`src/rtl/fbg_pkg.sv`:
```
package fbg_pkg;

    typedef enum logic [1:0] {
        MODE_IDLE   = 2'd0,
        MODE_SINGLE = 2'd1,
        MODE_BLOCK  = 2'd2
    } mode_e;

    typedef enum logic [1:0] {
        ACC_READ  = 2'd0,
        ACC_WRITE = 2'd1,
        ACC_FETCH = 2'd2,
        ACC_NONE  = 2'd3
    } acc_e;

    localparam int FLAG_VIOL = 0;
    localparam int FLAG_LOCK = 1;
    localparam int NUM_FLAGS = 2;

    typedef struct packed {
        logic rd_update;
        logic use_sub;
        logic wr_pass;
        logic set_viol;
        logic set_lock;
    } verdict_t;

endpackage

```
`src/rtl/fbg_mode_fsm.sv`:
```
module fbg_mode_fsm
    import fbg_pkg::*;
(
    input  logic  clk,
    input  logic  rst,
    input  logic  busy,
    input  logic  blk,
    output mode_e mode_q
);

    mode_e mode_d;

    // Transition selection, one branch per named transition.
    always_comb begin
        mode_d = mode_q;
        unique case (mode_q)
            MODE_IDLE: begin
                if (busy && !blk)     mode_d = MODE_SINGLE; // start_single
                else if (busy && blk) mode_d = MODE_BLOCK;  // start_block
                else                  mode_d = MODE_IDLE;   // stay
            end
            MODE_SINGLE: begin
                if (!busy)    mode_d = MODE_IDLE;   // single_done
                else if (blk) mode_d = MODE_BLOCK;  // to_block
                else          mode_d = MODE_SINGLE; // stay
            end
            MODE_BLOCK: begin
                if (!busy)     mode_d = MODE_IDLE;   // block_done
                else if (!blk) mode_d = MODE_SINGLE; // to_single
                else           mode_d = MODE_BLOCK;  // stay
            end
            default: mode_d = MODE_IDLE;
        endcase
    end

    always_ff @(posedge clk) begin
        if (rst) mode_q <= MODE_IDLE;
        else     mode_q <= mode_d;
    end

endmodule

```
`src/rtl/fbg_policy.sv`:
```
module fbg_policy
    import fbg_pkg::*;
(
    input  mode_e      mode,
    input  logic       acc_valid,
    input  logic [1:0] acc_kind,
    input  logic       wait_bit,
    input  logic       wr_en,
    output verdict_t   verdict
);

    acc_e kind;
    logic is_rd;
    logic is_wr;
    logic is_fe;

    always_comb begin
        kind  = acc_valid ? acc_e'(acc_kind) : ACC_NONE;
        is_rd = (kind == ACC_READ);
        is_wr = (kind == ACC_WRITE);
        is_fe = (kind == ACC_FETCH);
    end

    always_comb begin
        verdict           = '0;
        verdict.rd_update = is_rd || is_fe;
        unique case (mode)
            MODE_IDLE: begin
                verdict.use_sub  = 1'b0;
                verdict.wr_pass  = is_wr && wr_en;
                verdict.set_viol = is_wr && !wr_en;
            end
            MODE_SINGLE: begin
                verdict.use_sub  = 1'b1;
                verdict.set_viol = is_wr;
            end
            MODE_BLOCK: begin
                verdict.use_sub = 1'b1;
                if (!wait_bit) begin
                    verdict.set_viol = is_rd || is_wr || is_fe;
                    verdict.set_lock = is_rd || is_wr || is_fe;
                end else begin
                    verdict.wr_pass  = is_wr && wr_en;
                    verdict.set_viol = (is_wr && !wr_en) || is_fe;
                    verdict.set_lock = is_fe;
                end
            end
            default: begin
                verdict.rd_update = 1'b0;
            end
        endcase
    end

endmodule

```
`src/rtl/fbg_sticky_flags.sv`:
```
module fbg_sticky_flags #(
    parameter int N = 2
) (
    input  logic         clk,
    input  logic         rst,
    input  logic [N-1:0] set_vec,
    input  logic         clr_wr,
    input  logic [N-1:0] clr_data,
    output logic [N-1:0] flags
);

    for (genvar g = 0; g < N; g++) begin : g_flag
        always_ff @(posedge clk) begin
            if (rst)                        flags[g] <= 1'b0;
            else if (set_vec[g])            flags[g] <= 1'b1;
            else if (clr_wr && !clr_data[g]) flags[g] <= 1'b0;
        end
    end

endmodule

```
`src/rtl/flash_busy_guard.sv`:
```
module flash_busy_guard
    import fbg_pkg::*;
#(
    parameter int                DATA_W     = 16,
    parameter logic [DATA_W-1:0] SUB_OPCODE = 16'h3FFF
) (
    input  logic              clk,
    input  logic              rst,
    input  logic              acc_valid,
    input  logic [1:0]        acc_kind,
    input  logic [DATA_W-1:0] cpu_wdata,
    input  logic              busy_in,
    input  logic              blk_mode_in,
    input  logic              wait_in,
    input  logic              wr_en_in,
    input  logic              flag_wr,
    input  logic [1:0]        flag_wdata,
    input  logic [DATA_W-1:0] array_rdata,
    output logic [DATA_W-1:0] cpu_rdata,
    output logic              array_we,
    output logic [DATA_W-1:0] array_wdata,
    output logic              viol_flag,
    output logic              lock_flag
);

    mode_e              mode_q;
    verdict_t           verdict;
    logic [NUM_FLAGS-1:0] set_vec;
    logic [NUM_FLAGS-1:0] flags;

    fbg_mode_fsm u_mode (
        .clk    (clk),
        .rst    (rst),
        .busy   (busy_in),
        .blk    (blk_mode_in),
        .mode_q (mode_q)
    );

    fbg_policy u_policy (
        .mode      (mode_q),
        .acc_valid (acc_valid),
        .acc_kind  (acc_kind),
        .wait_bit  (wait_in),
        .wr_en     (wr_en_in),
        .verdict   (verdict)
    );

    always_comb begin
        set_vec            = '0;
        set_vec[FLAG_VIOL] = verdict.set_viol;
        set_vec[FLAG_LOCK] = verdict.set_lock;
    end

    fbg_sticky_flags #(.N(NUM_FLAGS)) u_flags (
        .clk      (clk),
        .rst      (rst),
        .set_vec  (set_vec),
        .clr_wr   (flag_wr),
        .clr_data (flag_wdata),
        .flags    (flags)
    );

    assign viol_flag = flags[FLAG_VIOL];
    assign lock_flag = flags[FLAG_LOCK];

    // Output register process.
    always_ff @(posedge clk) begin
        if (rst) begin
            cpu_rdata   <= '0;
            array_we    <= 1'b0;
            array_wdata <= '0;
        end else begin
            array_we <= verdict.wr_pass;
            if (verdict.wr_pass)
                array_wdata <= cpu_wdata;
            if (verdict.rd_update)
                cpu_rdata <= verdict.use_sub ? SUB_OPCODE : array_rdata;
        end
    end

endmodule

```
`config.mk`:
```
export PLATFORM = sky130hd
export DESIGN_NAME = flash_busy_guard
export DESIGN_NICKNAME = d
export VERILOG_FILES = /design/src/rtl/fbg_pkg.sv /design/src/rtl/fbg_mode_fsm.sv /design/src/rtl/fbg_policy.sv /design/src/rtl/fbg_sticky_flags.sv /design/src/rtl/flash_busy_guard.sv
export SDC_FILE = /design/constraint.sdc
export NUM_CORES = 1
export LEC_CHECK = 0
export ABC_AREA = 1
export ABC_CLOCK_PERIOD_IN_PS = 1600
export BUFFER_PORTS_ARGS = -buffer_cell sky130_fd_sc_hd__clkbuf_2
export CORE_MARGIN = 2
export CORE_UTILIZATION = 43
export DETAILED_ROUTE_END_ITERATION = 16
export GPL_ROUTABILITY_DRIVEN = 0
export MAX_ROUTING_LAYER = met4
export PLACE_DENSITY = 0.8
export SETUP_SLACK_MARGIN = 0.05
export SLEW_MARGIN = 20
export SYNTH_ARGS = -nofsm -noshare
export SYNTH_HDL_FRONTEND = slang
export SYNTH_SLANG_ARGS = --single-unit
```
`constraint.sdc`:
```
create_clock -name clk -period 1.6 [get_ports clk]
set_input_delay 0.16 -clock clk [delete_from_list [all_inputs] [get_ports clk]]
set_output_delay 0.16 -clock clk [all_outputs]
set_load 0.1 [all_outputs]
```
Yosys cells after proc, flatten, opt, wreduce, memory -nomap -nowiden
Cells that the tools add are included.
W data, S select, Z words.
{"block": "totals", "wordCells": 48, "output_inout_bits": 35, "inputBits": 44, "ff_bits": 37}
{"block": "op_classes", "muxes": 18, "n_reduce_logical": 20, "n_eq_ne": 4}
{"cell": "$mux W16", "n": 1}
{"cell": "$mux W2", "n": 6}
{"cell": "$mux W1", "n": 8}
{"cell": "$logic_and A1 B1 Y1", "n": 6}
{"cell": "$eq A2 B1 Y1 const B", "n": 2}
{"cell": "$eq A2 B2 Y1 const B", "n": 2}
{"cell": "$logic_not A1 Y1", "n": 4}
{"cell": "$logic_not A2 Y1", "n": 2}
{"cell": "$logic_or A1 B1 Y1", "n": 4}
{"cell": "$pmux W2 S2", "n": 1}
{"cell": "$reduce_bool A2 Y1", "n": 2}
{"cell": "$pmux W1 S3", "n": 1}
{"cell": "$reduce_or A3 Y1", "n": 1}
{"cell": "$pmux W1 S2", "n": 1}
{"cell": "$reduce_or A2 Y1", "n": 1}

Longest topological paths before layout
{"block": "depth", "ltp_word": 7, "ltp_mapped": 10}

Hierarchy
A second synthesis with hierarchy kept.
{"block": "unflattened", "cells_unflattened": 199, "hier_area_um2": 1506.4}
{"mod": "flash_busy_guard", "area_per_inst_um2": 1154.9, "seq_area_each_um2": 660.6, "n_inst": 1, "cells_each": 143}
{"mod": "fbg_policy", "area_per_inst_um2": 155.1, "seq_area_each_um2": 0.0, "n_inst": 1, "cells_each": 27}
{"mod": "fbg_mode_fsm", "area_per_inst_um2": 116.4, "seq_area_each_um2": 40.0, "n_inst": 1, "cells_each": 17}
{"mod": "fbg_sticky_flags", "area_per_inst_um2": 80.1, "seq_area_each_um2": 40.0, "n_inst": 1, "cells_each": 12}

Worst setup path before layout
Ideal clock, no wire load.
{"block": "synth_timing", "path_type": "register to register", "from": "register, netlist name u_flags.flags[0]", "to": "register u_flags.flags[0]", "arrival_ps": 1276, "path_stages_with_launch": 3, "period_less_slack_ps": 1347, "slack_ps": 253, "path_cell_list": "dfxtp_1 > o21ai_0 > a21oi_1"}
{"item": "end signal: indexed assignment", "line": "fbg_sticky_flags.sv:14", "rtl": "if (rst) flags[g] <= 1'b0;"}
{"item": "end signal: indexed assignment", "line": "fbg_sticky_flags.sv:15", "rtl": "else if (set_vec[g]) flags[g] <= 1'b1;"}
{"item": "end signal: indexed assignment", "line": "fbg_sticky_flags.sv:16", "rtl": "else if (clr_wr && !clr_data[g]) flags[g] <= 1'b0;"}
{"item": "end: declaration", "line": "fbg_sticky_flags.sv:9", "rtl": "output logic [N-1:0] flags"}

Worst setup path in the final report
{"block": "layout_timing", "from": "register u_mode.mode_q[0]", "to": "register array_wdata[2]"}
{"block": "layout_between", "elab_chain_cells": 2, "word_cells_on_any_way": 3}
{"item": "start: declaration", "line": "fbg_mode_fsm.sv:8", "rtl": "output mode_e mode_q"}
{"item": "start signal: assignment", "line": "fbg_mode_fsm.sv:38", "rtl": "else mode_q <= mode_d;"}
{"item": "$eq A2 B2 Y1 or $logic_not A2 Y1 (tied branches)", "line": "fbg_policy.sv:27", "rtl": "unique case (mode)"}
{"item": "$pmux W1 S2 (*)", "line": "fbg_policy.sv:27"}
{"item": "end signal: assignment", "line": "flash_busy_guard.sv:75", "rtl": "array_wdata <= cpu_wdata;"}
{"item": "end: declaration", "line": "flash_busy_guard.sv:21", "rtl": "output logic [DATA_W-1:0] array_wdata,"}
Mark *: on every way between the ends. The rest lies on a longest branch, timed or not.
A chain may end at the register's enable or synchronous reset.

==> flow_summary.ini <==
[run_status]
status = completed

[worst_setup_path]
critical_path.max_fanout = 18
crit_buf_inv = 2
critPathMaxStageDelay_ns = 0.39
setup.worst_path.end_class = register
cp-start-kind = register
cp.arrival_ns = 1.63
cp_slowest_cell = dfxtp_1
cpLargestDelayFamily = simple AND/OR/NAND/NOR gates
path_cells = inv_1, ha_1, nand2_1, nand2_1, nand3_4, inv_8, nor2_1, nor2_1
worst-setup-path-type = register to register
required_ns = 1.84

[grt]
antenna_found_initial = 0
grt_max_degree = 20
grt_util_all_layers_pct = 17.7
grt_pass1_vias = 1267
grt_pass1_wl_um = 5310
grt-ovfl-total = 0

[synth]
syn_inst = 182
ys_seq_elements = 37
syn-mean-instance-area_um2 = 8.02
yosys.area.top_type = dfxtp_1
syn_area_um2 = 1460
yosysWarnings = 0
synth.distinct_cells = 20
ys_seq_area_share_pct = 50.8
yosysTopAreaCellShare_pct = 50.8
synthesis.nets = 231
synth.area.top_cells = dfxtp_1 51%, nor2_1 9.0%, o21ai_0 7.9%

[layout]
drive_gt1_share_pct = 36.7
final_cell_mix = 78 x clkbuf_2, 37 x dfxtp_1, 35 x nor2_1
diodes = 0
final_common_cell = clkbuf_2
fin_area_um2 = 1950
num-nets-final = 312
fill_cells = 327
areaGrowthSynthToFinish_pct = 33.8

[die]
die_w_um = 62.2
rows = 21
die_h_um = 62.2
core_um2 = 3280
die-area_um2 = 3870
initial_core_util_pct = 44.4
ioPinCount = 79

[sta]
post-route-min-period_ns = 1.40
fin_crit_sh_pct = 87.3
finalSetupViolCount = 0
fin_worst_skew_ns = 0.00955
setup_slack_ns = 0.203
max_freq_mhz = 716
rsz0062_at_grt = no
slew_viol_final = 0
finalSetupTns_ns = 0
worst_pin_slew_ns = 0.553
relSlewSlack_pct = 63.3
hold_viol = 0

[clock_network]
clk_pin_slew_worst_paths_ns = 0.11
cts_root_buf = clkbuf_4
numCtsBuffers = 5
cts.sinks = 37
cts_tree = built
ctsHtreeMaxLevel = 2
clk_path_buf_depth = 2
clkLatencyLatePin_ns = 0.34

[placement]
dp_hpwl_um = 2380
port_buffers = 78
dpl-instance-area_um2 = 1860
post-place-ws_ns = 0.144

[route]
drt_iter0_drc = 68
wire_per_inst_um = 10.3
routed_wl_um = 3190
detail-route-antenna-nets = 0
vias = 1402
avgViaCountPerCell = 4.52
drtPass1Iterations = 4
post-route-drc-count = 0

[job]
maxCapViolCount = 0

[power_and_ir_drop]
leakage_nw = 0.948
power_density_nw_per_um2 = 1020
ir_drop_v = 0.000478

[hold_path]
hp-class = primary input to register
-- layout make-up --
type / count / area (µm²) / share of cell area [%]
clock inverter: 2 / 13.8 / 0.705
clock buffer: 6 / 51.3 / 2.63
inverter: 13 / 56.3 / 2.88
timing repair buffer: 82 / 423 / 21.7
tap: 46 / 57.6 / 2.95
sequential: 37 / 741 / 37.9
multi-input combinational: 124 / 609 / 31.2
-- cells by family after synthesis --
kind of cell,synth area share [%]
flip-flops,50.8
adder cells (fa/ha/maj),4.29
buffers and inverters,7.63
AND/OR/NAND/NOR,19.1
AO/OA/AOI/OAI,18.2
-- stage by stage --
stage	cells	utilization, %	hold slack, ns	power, mW
floorplan	182	-	0.239	1.39
global placement	300	56.8	0.349	1.50
detailed placement	300	56.8	0.347	1.50
CTS	309	59.0	0.0315	2.02
global route	310	59.4	0.0347	2.10
finish	310	59.4	0.0485	2.00
-- sequential cells by signal (all words and copies together) (netlist names) --
name	cells
cpu_rdata	16
u_flags.flags	2
array_wdata	16
array_we	1
u_mode.mode_q	2
-- power by group --
part	total, mW	leakage (nW)	internal [mW]	switching, mW
registers	0.982	0.302	0.961	0.0210
clock network	0.517	0.0382	0.214	0.303
logic	0.497	0.608	0.110	0.388
total	2.00	0.948	1.29	0.712
-- worst register-to-register path, delay by kind of cell (launching register included) --
kind | cells | cell delay [ns]
and+or+nand+nor | 5 | 0.51
DFF | 1 | 0.39
adders and majority gates | 1 | 0.22
buffers and inverters | 2 | 0.18
-- what timing repair did --
item                       4_1_cts  5_1_grt
setup buffers                    0        1
setup endpoints to repair        0       10
hold endpoints to repair         1        0
gates resized for setup          0        3
hold buffers                     1        0
-- path summary, 6_finish.rpt --
check,start,to,slack [ns],depth (start not counted)
max,u_mode.mode_q[0],array_wdata[2],0.20,8
min,array_rdata[14],cpu_rdata[14],0.05,3
max reg2reg,u_mode.mode_q[0],array_wdata[2],0.20,8
min reg2reg,cpu_rdata[7],cpu_rdata[7],0.47,2
-- layer usage --
layer  vias up  global-route usage (%)  routed length, µm
li1        755                       -                  -
met1       590                    20.7               1470
met4         0                    8.33                 38
met3         4                    5.80                295
met2        53                    27.6               1390
met5         -                       -                  0
-- cell usage after synthesis, drive strengths merged --
| cell type | number |
|---|---|
| a21oi | 17 |
| a22oi | 2 |
| buf | 5 |
| clkbuf | 3 |
| dfxtp | 37 |
| ha | 5 |
| inv | 13 |
| nand2 | 25 |
| nand3 | 2 |
| nor2 | 38 |
| nor3 | 1 |
| nor3b | 1 |
| o21ai | 33 |
(Power assumes the default switching activity.)
